File: config.mk
export PLATFORM = sky130hd
export DESIGN_NAME = phase_ring
export DESIGN_NICKNAME = d
export VERILOG_FILES = /design/src/rtl/phase_ring_pkg.sv /design/src/rtl/phase_slot.sv /design/src/rtl/phase_pair.sv /design/src/rtl/ring_ctl.sv /design/src/rtl/phase_ring.sv
export SDC_FILE = /design/constraint.sdc
export NUM_CORES = 1
export LEC_CHECK = 0
export CORE_UTILIZATION = 51
export DETAILED_ROUTE_END_ITERATION = 6
export GPL_TIMING_DRIVEN = 0
export PLACE_DENSITY_LB_ADDON = 0.12
export SETUP_SLACK_MARGIN = 0.4
export SYNTH_ARGS = -nofsm -noshare
export SYNTH_HDL_FRONTEND = slang
export SYNTH_SLANG_ARGS = --single-unit
File: constraint.sdc
create_clock -name clk -period 4.6 [get_ports clk]
set_input_delay 0.92 -clock clk [delete_from_list [all_inputs] [get_ports clk]]
set_output_delay 0.92 -clock clk [all_outputs]
set_load 0.03 [all_outputs]
File: src/rtl/phase_ring_pkg.sv
package phase_ring_pkg;

   typedef enum logic [2:0] {
      S_IDLE   = 3'd0,
      S_LAUNCH = 3'd1,
      S_DISC   = 3'd2,
      S_RUN    = 3'd3,
      S_FAULT  = 3'd4
   } ring_state_e;

   function automatic int cnt_width(input int max_wait);
      return (max_wait < 2) ? 1 : $clog2(max_wait + 1);
   endfunction

endpackage

File: src/rtl/phase_slot.sv
module phase_slot (
   input  logic clk,
   input  logic rst_n,
   input  logic tok_in,
   input  logic isolate,
   output logic tok_out,
   output logic turn
);

   logic held_q;

   always_ff @(posedge clk or negedge rst_n) begin
      if (!rst_n) held_q <= 1'b0;
      else        held_q <= tok_in;
   end

   assign tok_out = held_q;
   assign turn    = held_q & ~isolate;

   // a turn is only taken for a token that was present one clock ago
   assert_turn_follows_token_R2: assert property (@(posedge clk) disable iff (!rst_n)
      turn |-> $past(tok_in));

endmodule

File: src/rtl/phase_pair.sv
module phase_pair (
   input  logic       clk,
   input  logic       rst_n,
   input  logic       tok_in,
   input  logic [1:0] isolate,
   output logic [1:0] tok_out,
   output logic [1:0] turn
);

   logic link;

   phase_slot u_first (
      .clk     (clk),
      .rst_n   (rst_n),
      .tok_in  (tok_in),
      .isolate (isolate[0]),
      .tok_out (link),
      .turn    (turn[0])
   );

   phase_slot u_second (
      .clk     (clk),
      .rst_n   (rst_n),
      .tok_in  (link),
      .isolate (isolate[1]),
      .tok_out (tok_out[1]),
      .turn    (turn[1])
   );

   assign tok_out[0] = link;

   // second phase of a package follows the first by one clock
   assert_pair_chain_R4: assert property (@(posedge clk) disable iff (!rst_n)
      tok_out[1] == $past(tok_out[0]));

endmodule

File: src/rtl/ring_ctl.sv
module ring_ctl
   import phase_ring_pkg::*;
#(
   parameter int MAX_WAIT = 16,
   parameter int CNT_W    = 5
) (
   input  logic             clk,
   input  logic             rst_n,
   input  logic             tok_in,
   output logic             tok_out,
   output logic [CNT_W-1:0] phase_count,
   output logic             ring_ready,
   output logic             ring_fault
);

   localparam logic [CNT_W-1:0] WAIT_LIM = CNT_W'(MAX_WAIT);
   localparam logic [CNT_W-1:0] ONE      = CNT_W'(1);

   ring_state_e      state;
   logic [CNT_W-1:0] cnt;
   logic [CNT_W-1:0] count_q;
   logic             on_time;
   logic             relay;

   assign on_time = (state == S_RUN) && (cnt == count_q);
   assign relay   = tok_in && ((state == S_DISC) || on_time);
   assign tok_out = (state == S_LAUNCH) || relay;

   always_ff @(posedge clk or negedge rst_n) begin
      if (!rst_n) begin
         state   <= S_IDLE;
         cnt     <= '0;
         count_q <= '0;
      end else begin
         unique case (state)
            S_IDLE: begin
               state <= S_LAUNCH;
               cnt   <= '0;
            end
            S_LAUNCH: begin
               state <= S_DISC;
               cnt   <= ONE;
            end
            S_DISC: begin
               if (tok_in) begin
                  count_q <= cnt;
                  cnt     <= ONE;
                  state   <= S_RUN;
               end else if (cnt == WAIT_LIM) begin
                  count_q <= '0;
                  state   <= S_FAULT;
               end else begin
                  cnt <= cnt + ONE;
               end
            end
            S_RUN: begin
               if (tok_in) begin
                  if (on_time) cnt   <= ONE;
                  else         state <= S_FAULT;
               end else if (cnt == count_q) begin
                  state <= S_FAULT;
               end else begin
                  cnt <= cnt + ONE;
               end
            end
            S_FAULT: state <= S_FAULT;
            default: state <= S_FAULT;
         endcase
      end
   end

   assign phase_count = count_q;
   assign ring_ready  = (state == S_RUN);
   assign ring_fault  = (state == S_FAULT);

   // the launch period is always followed by listening
   assert_launch_then_listen_R5: assert property (@(posedge clk) disable iff (!rst_n)
      (state == S_LAUNCH) |=> (state == S_DISC) && !ring_ready);

   // a circulating ring always reports a count inside the window
   assert_count_in_range_R6: assert property (@(posedge clk) disable iff (!rst_n)
      ring_ready |-> (phase_count != '0) && (phase_count <= WAIT_LIM));

   // discovery never waits past its limit
   assert_wait_bounded_R7: assert property (@(posedge clk) disable iff (!rst_n)
      (state == S_DISC) |-> (cnt <= WAIT_LIM));

   // a faulted ring forwards nothing
   assert_no_relay_faulted_R9: assert property (@(posedge clk) disable iff (!rst_n)
      ring_fault |-> !tok_out);

   // fault is sticky
   assert_fault_sticky_R10: assert property (@(posedge clk) disable iff (!rst_n)
      ring_fault |=> ring_fault);

   // count frozen once discovery has ended
   assert_count_frozen_R10: assert property (@(posedge clk) disable iff (!rst_n)
      (ring_ready || ring_fault) |=> $stable(phase_count));

endmodule

File: src/rtl/phase_ring.sv
module phase_ring
   import phase_ring_pkg::*;
#(
   parameter int NUM_STAGES = 4,
   parameter int MAX_WAIT   = 16,
   parameter bit PAIRED     = 1'b1,
   localparam int CNT_W     = cnt_width(MAX_WAIT)
) (
   input  logic                  clk,
   input  logic                  rst_n,
   input  logic [NUM_STAGES-1:0] stg_tok_in,
   input  logic [NUM_STAGES-1:0] stg_isolate,
   output logic [NUM_STAGES-1:0] stg_tok_out,
   output logic [NUM_STAGES-1:0] stg_turn,
   input  logic                  ctl_tok_in,
   output logic                  ctl_tok_out,
   output logic [CNT_W-1:0]      phase_count,
   output logic                  ring_ready,
   output logic                  ring_fault
);

   if (NUM_STAGES < 1) begin : g_bad_count
      $error("phase_ring: NUM_STAGES must be at least 1");
   end
   if (PAIRED && (NUM_STAGES % 2 != 0)) begin : g_bad_pairs
      $error("phase_ring: paired build needs an even NUM_STAGES");
   end
   if (MAX_WAIT < NUM_STAGES) begin : g_bad_wait
      $error("phase_ring: MAX_WAIT must cover NUM_STAGES");
   end

   if (PAIRED) begin : g_pairs
      localparam int NPAIR = NUM_STAGES / 2;
      logic [NPAIR-1:0] second_in_unused;
      for (genvar k = 0; k < NPAIR; k++) begin : g_pair
         phase_pair u_pair (
            .clk     (clk),
            .rst_n   (rst_n),
            .tok_in  (stg_tok_in[2*k]),
            .isolate (stg_isolate[2*k+1 -: 2]),
            .tok_out (stg_tok_out[2*k+1 -: 2]),
            .turn    (stg_turn[2*k+1 -: 2])
         );
         assign second_in_unused[k] = stg_tok_in[2*k+1];
      end
   end else begin : g_singles
      for (genvar i = 0; i < NUM_STAGES; i++) begin : g_slot
         phase_slot u_slot (
            .clk     (clk),
            .rst_n   (rst_n),
            .tok_in  (stg_tok_in[i]),
            .isolate (stg_isolate[i]),
            .tok_out (stg_tok_out[i]),
            .turn    (stg_turn[i])
         );
      end
   end

   ring_ctl #(
      .MAX_WAIT (MAX_WAIT),
      .CNT_W    (CNT_W)
   ) u_ctl (
      .clk         (clk),
      .rst_n       (rst_n),
      .tok_in      (ctl_tok_in),
      .tok_out     (ctl_tok_out),
      .phase_count (phase_count),
      .ring_ready  (ring_ready),
      .ring_fault  (ring_fault)
   );

   // isolated stages never take a turn
   assert_isolated_quiet_R3: assert property (@(posedge clk) disable iff (!rst_n)
      $countones(stg_turn & stg_isolate) == 0);

   // the controller's token goes out only at launch or alongside a returning token
   assert_forward_only_R8: assert property (@(posedge clk) disable iff (!rst_n)
      (ctl_tok_out && ring_ready) |-> ctl_tok_in);

endmodule

After elaboration in Yosys (flattened, before gate mapping):

Cells that the tools add are included.

* register bits after elaboration: 17
* bits of input ports: 11

* add/sub/neg operators: 1
* eq/ne operators: 12
* muxes and demuxes: 14
* bitwise gates (word level): 8
* reduce and logical (&&, ||, !) cells: 10

Operators by type and width (count)
* 5-bit two-way mux: 7
* 5-bit case mux with 4 select lines: 1
* 3-bit two-way mux: 5
* 3-bit != test (second input constant): 4
* 3-bit case mux with 4 select lines: 1
* 3-bit by 2-bit == test with 1-bit output (second input constant): 2
* 3-bit by 2-bit != test with 1-bit output (second input constant): 2
* 5-bit by 1-bit adder with 5-bit output (second input constant): 1
* 5-bit == test: 1
* 5-bit == test (second input constant): 1
* 1-bit bitwise AND: 4
* 1-bit inverter: 4
* 4-bit AND reduction: 1
* 4-bit nonzero test: 1
* 3-bit by 1-bit == test with 1-bit output (second input constant): 1
* 3-bit == test (second input constant): 1
* 3-bit logical NOT: 1
* 3-bit AND reduction: 1
* 1-bit logical AND: 2
* 1-bit logical OR: 2
* 2-bit AND reduction: 1
* 2-bit nonzero test: 1

Depth between registers and ports, before layout:

Gate-level depths: netlist (run 1).

* depth after elaboration: 5
* mapped depth: 9
* mapped depth without buffers: 7

By module:

Synthesis (run 1) repeated with hierarchy kept, for this count alone.

* cells, all modules: 94
* area, all modules: 1036.0 sq um

Modules (own cells, without submodules)
* ring_ctl: instances 1, cells an instance 84, area each 865.8 sq um
* phase_slot: instances 4, cells an instance 2, area each 38.8 sq um
* phase_pair: instances 2, cells an instance 1, area each 7.5 sq um

Worst setup path before layout (run 1):

OpenSTA, ideal clock, no wires.

* path type: input to output
* from: in ctl_tok_in
* to: out ctl_tok_out
* arrival: 1664 ps
* data required time: 3680 ps
* slack: 2016 ps
* cell stages on the path: 3
* path buffers: 1
* cell sequence: buf_2 o21ai_1 a21oi_1

* cells in the longest elaborated chain, start to end: 2

RTL lines
* from (decl): line phase_ring.sv:15 `input logic ctl_tok_in,`
* 1-bit logical AND: line ring_ctl.sv:26 `assign relay = tok_in && ((state == S_DISC) || on_time);`
* 1-bit logical OR: line ring_ctl.sv:27 `assign tok_out = (state == S_LAUNCH) || relay;`
* to (decl): line phase_ring.sv:16 `output logic ctl_tok_out,`

Every way passes these cells.

Worst setup path in the final report (run 1):

* from: reg u_ctl.cnt[2]
* to: out ctl_tok_out

* cells in the longest elaborated chain, start to end: 5

RTL lines
* from (decl): line ring_ctl.sv:20 `logic [CNT_W-1:0] cnt;`
* from (signal assigned): line ring_ctl.sv:53 `cnt <= cnt + ONE;`
* from (signal assigned): line ring_ctl.sv:63 `cnt <= cnt + ONE;`
* 5-bit == test: line ring_ctl.sv:25 `assign on_time = (state == S_RUN) && (cnt == count_q);`
* 1-bit logical AND: line ring_ctl.sv:25
* 1-bit logical OR: line ring_ctl.sv:26
* 1-bit logical AND: line ring_ctl.sv:26
* 1-bit logical OR: line ring_ctl.sv:27

Every way passes these cells.

==> impl_metrics.py, run 1 <==
metrics = {
    "outcome": {
        "outcome": "finished, final reports clean",
    },
    "detailed_routing": {
        "first_iter_violations": 13,
        "via_per_inst": 5.43,
        "vias": 826,
        "wl_mm": 2.09,
        "drc": 0,
        "wl_per_cell_um": 13.7,
        "first_pass_iters": 4,
        "detail-route-antenna-nets": 0,
    },
    "grt": {
        "antenna_found_initial": 0,
        "grt_max_degree": 18,
        "grt_pass1_wl_mm": 3.19,
        "grt_pass1_vias": 728,
        "grt_use_total_pct": 20.6,
        "grt.overflow.total": 0,
    },
    "worst_setup_path": {
        "critical_path_required_ns": 3.68,
        "crit_path_start_kind": "flip-flop",
        "r2r_end": "u_ctl.cnt[0]",
        "critPathKind": "flip-flop to output port",
        "reg2reg_from": "u_ctl.cnt[0]",
        "setup.worst_path.end_class": "output port",
        "path_max_fanout": 8,
        "critPathArrivalTime_ns": 2.36,
        "regToRegSetupSlack_ns": 2.44,
        "reg2reg_depth": 9,
    },
    "power_and_ir_drop": {
        "power_density_nw_per_um2": 420,
        "leakagePower_nw": 0.563,
        "p_total_mw": 0.550,
        "vdd_drop_max_mv": 0.324,
    },
    "layout": {
        "ff_latch_area_um2": 425,
        "layout-drive-gt1-share_pct": 18.9,
        "multi_input_area_um2": 475,
        "areaGrowthSynthToFinish_pct": 28.2,
        "post-route-util_pct": 72.6,
        "n_antenna_cell": 0,
        "num-nets-final": 141,
        "n_fill_cell": 147,
    },
    "hold_path": {
        "hold_class": "flip-flop to flip-flop",
        "whs_path_depth": 0,
        "hold_start": "g_pairs.g_pair[0].u_pair.u_first.tok_out",
        "min_to": "g_pairs.g_pair[0].u_pair.u_second.tok_out",
    },
    "yosys": {
        "synth_edf_count": 0,
        "synth_area_um2": 1020,
        "synth_seq_area_share_pct": 41.7,
        "synth.avg_cell_area_um2": 10.2,
        "yosysMostFrequentCell": "dfrtp_1",
        "syn-num-nets": 113,
        "synth.distinct_cells": 38,
        "synth_top_area_cell": "dfrtp_1",
        "ys_ff_latch": 17,
        "synth_area_leaders": "dfrtp_1 42%, buf_4 5.9%, a22o_1 4.3%",
        "synthFlopType": "dfrtp_1",
        "yosys.area.top_type_share_pct": 41.7,
        "async_flop_share_pct": 100,
        "synth_warnings": 0,
        "synth.top_cells.by_count": "17 x dfrtp_1, 8 x buf_4",
        "syn-instance-count": 100,
    },
    "timing": {
        "tns_ns": 0,
        "fmax_mhz": 304,
        "slew_headroom_pct": 49.9,
        "hold_violations": 0,
        "setup_slack_ns": 1.32,
        "setup_viol": 0,
        "post-route-min-period_ns": 3.28,
        "slew_viol_final": 0,
        "skew_ns": 0.00520,
        "rsz0062_at_grt": "no",
        "worst_slew_pin_slew_ns": 0.750,
        "finalCritPeriodShare_pct": 71.4,
    },
    "floorplanning": {
        "start_util_pct": 56.7,
        "core_um2": 1800,
        "chipWidth_um": 46.7,
        "die-area_um2": 2180,
        "rows": 15,
        "die_y_um": 46.7,
        "io-pin-count": 27,
    },
    "job": {
        "max_cap_viol_count": 0,
    },
    "clocking": {
        "htree_levels": 1,
        "post_cts_buffers": 0,
        "cts_hold_buffers": 0,
        "clock_path_buffers": 2,
        "cts.reportedPaths.clkPinSlew_ns": 0.10,
        "clock-root-buffer": "clkbuf_4",
        "cts_tree": "done",
        "clock-sinks": 17,
        "cts_buffers": 3,
        "clk_latency_ns": 0.29,
        "cts_resized": 0,
    },
    "place": {
        "gp_congestion": 0.834,
        "hpwlAfterDp_mm": 1.57,
        "portBuffers": 23,
        "dp_worst_setup_slack_ns": 1.44,
    },
}
## stage by stage
step           hold slack, ns  instances  instance area, um^2
4_1_cts                 0.409        152                 1310
5_1_grt                 0.416        152                 1310
2_1_floorplan           0.368        100                 1020
6_report                0.404        152                 1310
3_5_place_dp            0.387        148                 1280
3_3_place_gp            0.372        148                 1280
## sequential cells by signal, summed over array words and instances (netlist names)
signal                                  flops
u_ctl.cnt                                   5
u_ctl.phase_count                           5
u_ctl.state                                 3
g_pairs.g_pair.u_pair.u_first.tok_out       2
g_pairs.g_pair.u_pair.u_second.tok_out      2
## metal layers
metal,vias up,track usage [%],routed length [um]
met5,-,0,0
met4,0,8.57,41
met3,6,3.85,82
met2,23,32.8,972
met1,397,27.5,990
li1,400,-,-
## cell type report
cell class,instances,area share (%)
Inverter,5,1.43
Sequential cell,17,32.5
Buffer,14,7.74
Clock buffer,4,2.01
Multi-Input combinational cell,64,36.3
Timing Repair Buffer,23,17.6
Tap cell,25,2.39
## worst max-delay path, stage by stage, from the launching register on
cell and delay (ns):
dfrtp_1 0.39, buf_6 0.14, xnor2_1 0.20, nand3_1 0.20
nor2_1 0.21, o21ai_1 0.09, a21oi_1 0.16, clkdlybuf4s50_1 0.69
## worst max-delay path by stage
stage	from	to	slack [ns]	depth (start not counted)
after floorplan	ctl_tok_in	ctl_tok_out	2.02	3
after global placement	stg_isolate[1]	stg_turn[1]	1.50	4
after detailed placement	stg_isolate[3]	stg_turn[3]	1.44	4
after CTS	u_ctl.cnt[2]	ctl_tok_out	1.33	7
after global routing	u_ctl.cnt[0]	ctl_tok_out	1.20	7
final	u_ctl.cnt[2]	ctl_tok_out	1.32	7
## where the power goes
group          switching, mW  total [mW]  internal (mW)
combinational          0.162       0.280          0.118
clock                 0.0459      0.0796         0.0337
sequential            0.0184       0.190          0.172
total                  0.226       0.550          0.324
## cells by family after synthesis
logic type	share of synthesized area, %
AND/OR/NAND/NOR	17.8
AO/OA/AOI/OAI	19.6
buffers and inverters	11.8
flip-flops	41.7
XOR/XNOR	4.29
multiplexers	2.45
adder cells (fa/ha/maj)	2.45
## cells in the final DEF (no fill, tap or decap), drive strengths merged
master | netlist | layout
buf | 13 | 13
inv | 5 | 5
o31ai | 2 | 2
nor2 | 5 | 5
dfrtp | 17 | 17
nor3 | 2 | 2
or2 | 1 | 1
nand4 | 1 | 1
mux2i | 1 | 1
o311ai | 1 | 1
clkbuf | 1 | 5
nand3b | 1 | 1
nand3 | 2 | 2
nand2 | 5 | 5
and3 | 2 | 2
a311oi | 1 | 1
and4bb | 1 | 1
o21ai | 5 | 5
or3 | 1 | 1
xnor2 | 5 | 5
nor3b | 2 | 2
mux2 | 1 | 1
clkdlybuf4s50 | 0 | 23
a21oi | 4 | 4
a31oi | 3 | 3
o41ai | 3 | 3
and2 | 3 | 3
a22o | 5 | 5
ha | 2 | 2
nor2b | 4 | 4
a21o | 1 | 1
Note: power is estimated with default switching activity, not from simulation.
==> inputs of run 2 (changes only) <==
--- a/config.mk
+++ b/config.mk
@@ -5,7 +5,7 @@
 export SDC_FILE = /design/constraint.sdc
 export NUM_CORES = 1
 export LEC_CHECK = 0
-export CORE_UTILIZATION = 51
+export CORE_UTILIZATION = 43
 export DETAILED_ROUTE_END_ITERATION = 6
 export GPL_TIMING_DRIVEN = 0
 export PLACE_DENSITY_LB_ADDON = 0.12
==> constraint.sdc (replaced) <==
create_clock -name clk -period 2.95 [get_ports clk]
set_input_delay 0.59 -clock clk [delete_from_list [all_inputs] [get_ports clk]]
set_output_delay 0.59 -clock clk [all_outputs]
set_load 0.03 [all_outputs]
==> run 2 against run 1 <==
Sequential power grew 55%. Cell count grew 2.0%. Power grew 54%. Via count grew 1.2%. First-iteration DRC count grew 69%. Clock power grew 52%. Combinational power grew 54%. Largest cell class unchanged. Flip-flop and latch count is the same.
==> impl_metrics.py, run 2 (synthesis gave the netlist of run 1 again) <==
metrics = {
    "place": {
        "hpwlAfterDp_mm": 1.50,
        "portBuffers": 23,
        "dp_worst_setup_slack_ns": 0.445,
        "place_area_um2": 1290,
        "gp_congestion": 0.804,
    },
    "detailed_routing": {
        "detail-route-antenna-nets": 0,
        "first_iter_violations": 22,
        "via_per_inst": 5.39,
        "wl_met1_um": 924,
        "wl_mm": 1.99,
        "top_layer": "met4",
        "drc": 0,
        "wl_per_cell_um": 12.8,
        "wl_met2_um": 938,
        "dr_wl_met3_um": 113,
        "vias": 836,
        "first_pass_iters": 4,
    },
    "job": {
        "max_cap_viol_count": 0,
    },
    "timing": {
        "rsz0062_at_grt": "no",
        "slew_viol_final": 0,
        "post-route-min-period_ns": 2.47,
        "hold_violations": 0,
        "slew_headroom_pct": 50.3,
        "fmax_mhz": 406,
        "setup_viol": 0,
        "skew_ns": 0.00267,
        "tns_ns": 0,
        "finalCritPeriodShare_pct": 83.6,
        "setup_slack_ns": 0.485,
        "worst_slew_pin_slew_ns": 0.743,
    },
    "worst_setup_path": {
        "critical_path_required_ns": 2.36,
        "reg2reg_from": "u_ctl.cnt[0]",
        "regToRegSetupSlack_ns": 0.79,
        "crit_path_start_kind": "input port",
        "setup.worst_path.end_class": "output port",
        "r2r_end": "u_ctl.cnt[0]",
        "path_max_fanout": 1,
        "reg2reg_depth": 9,
        "critPathArrivalTime_ns": 1.88,
        "critPathKind": "input port to output port",
    },
    "hold_path": {
        "whs_path_depth": 0,
        "min_to": "g_pairs.g_pair[1].u_pair.u_second.tok_out",
        "hold_class": "flip-flop to flip-flop",
        "hold_start": "g_pairs.g_pair[1].u_pair.u_first.tok_out",
    },
    "clocking": {
        "cts.reportedPaths.clkPinSlew_ns": 0.09,
        "clock-root-buffer": "clkbuf_4",
        "cts_tree": "done",
        "clock_path_buffers": 2,
        "cts_hold_buffers": 0,
        "htree_levels": 1,
        "cts_buffers": 3,
        "clk_latency_ns": 0.28,
        "clock-sinks": 17,
        "post_cts_buffers": 0,
    },
    "floorplanning": {
        "die_y_um": 50.7,
        "chipWidth_um": 50.7,
        "start_util_pct": 45.7,
        "die-area_um2": 2570,
        "core_um2": 2230,
        "io-pin-count": 27,
        "rows": 17,
    },
    "outcome": {
        "outcome": "finished, final reports clean",
    },
    "grt": {
        "grt_max_degree": 18,
        "antenna_found_initial": 0,
        "grt.overflow.total": 0,
        "grt_pass1_wl_mm": 3.42,
        "grt_use_total_pct": 17.8,
        "grt_pass1_vias": 778,
    },
    "power_and_ir_drop": {
        "vdd_drop_max_mv": 0.499,
        "p_total_mw": 0.846,
        "power_density_nw_per_um2": 646,
        "leakagePower_nw": 0.565,
    },
    "layout": {
        "n_fill_cell": 205,
        "stdcell_area_um2": 1310,
        "n_antenna_cell": 0,
        "areaGrowthSynthToFinish_pct": 28.3,
        "num-nets-final": 141,
        "final_cell_mix": "22 x clkdlybuf4s50_1, 17 x dfrtp_1, 8 x buf_4",
        "layout-drive-gt1-share_pct": 20.5,
        "top_regs": "u_ctl.cnt x5, u_ctl.phase_count x5, u_ctl.state x3",
        "final_common_cell": "clkdlybuf4s50_1",
    },
}
## run 2: cell count changes in the layout (fill, tap and decap cells not counted)
cell / previous run / this run
buf_2: 3 / 4
nor2_1: 5 / 4
nor2_2: 0 / 1
clkdlybuf4s50_1: 23 / 22
## run 2: routing by layer
layer / up-vias / global-route usage (%)
li1: 404 / -
met1: 394 / 24.0
met2: 36 / 28.7
met3: 2 / 3.03
met4: 0 / 6.02
met5: - / 0
## run 2: how the worst max path moves through the flow
stage | startpoint | cells after the start | endpoint
final | stg_isolate[2] | 4 | stg_turn[2]
after global routing | u_ctl.cnt[0] | 7 | ctl_tok_out
after CTS | stg_isolate[2] | 4 | stg_turn[2]
after detailed placement | u_ctl.cnt[0] | 7 | ctl_tok_out
after global placement | u_ctl.cnt[0] | 7 | ctl_tok_out
after floorplan | u_ctl.phase_count[2] | 5 | ctl_tok_out
## run 2: area by class of cell
class / count / area, um^2 / share of cell area (%)
inverters: 5 / 18.8 / 1.43
multi-input cells: 64 / 478 / 36.5
clock buffers: 4 / 26.3 / 2.01
flip-flops and latches: 17 / 425 / 32.5
well taps: 28 / 35.0 / 2.67
plain buffers: 14 / 101 / 7.74
repair buffers: 23 / 225 / 17.2
## run 2: timing repair
action	4_1_cts	5_1_grt
endpoints found under the setup margin	1	1
pin swaps	0	0
resized for setup	3	3
## run 2: per-stage QoR
step | utilization [%] | cells | hold slack [ns]
floorplan | - | 100 | 0.294
global placement | 57.6 | 151 | 0.375
detailed placement | 57.6 | 151 | 0.381
CTS | 58.8 | 155 | 0.403
global route | 58.7 | 155 | 0.420
finish | 58.7 | 155 | 0.401
## run 2: report_power, final
group / switching, mW / internal (mW)
sequential: 0.0270 / 0.268
clock: 0.0685 / 0.0524
combinational: 0.250 / 0.181
## run 2: critical path, stage by stage
cell             delay, ns
clkdlybuf4s50_1       0.40
nor2b_1               0.12
buf_4                 0.11
clkdlybuf4s50_1       0.65
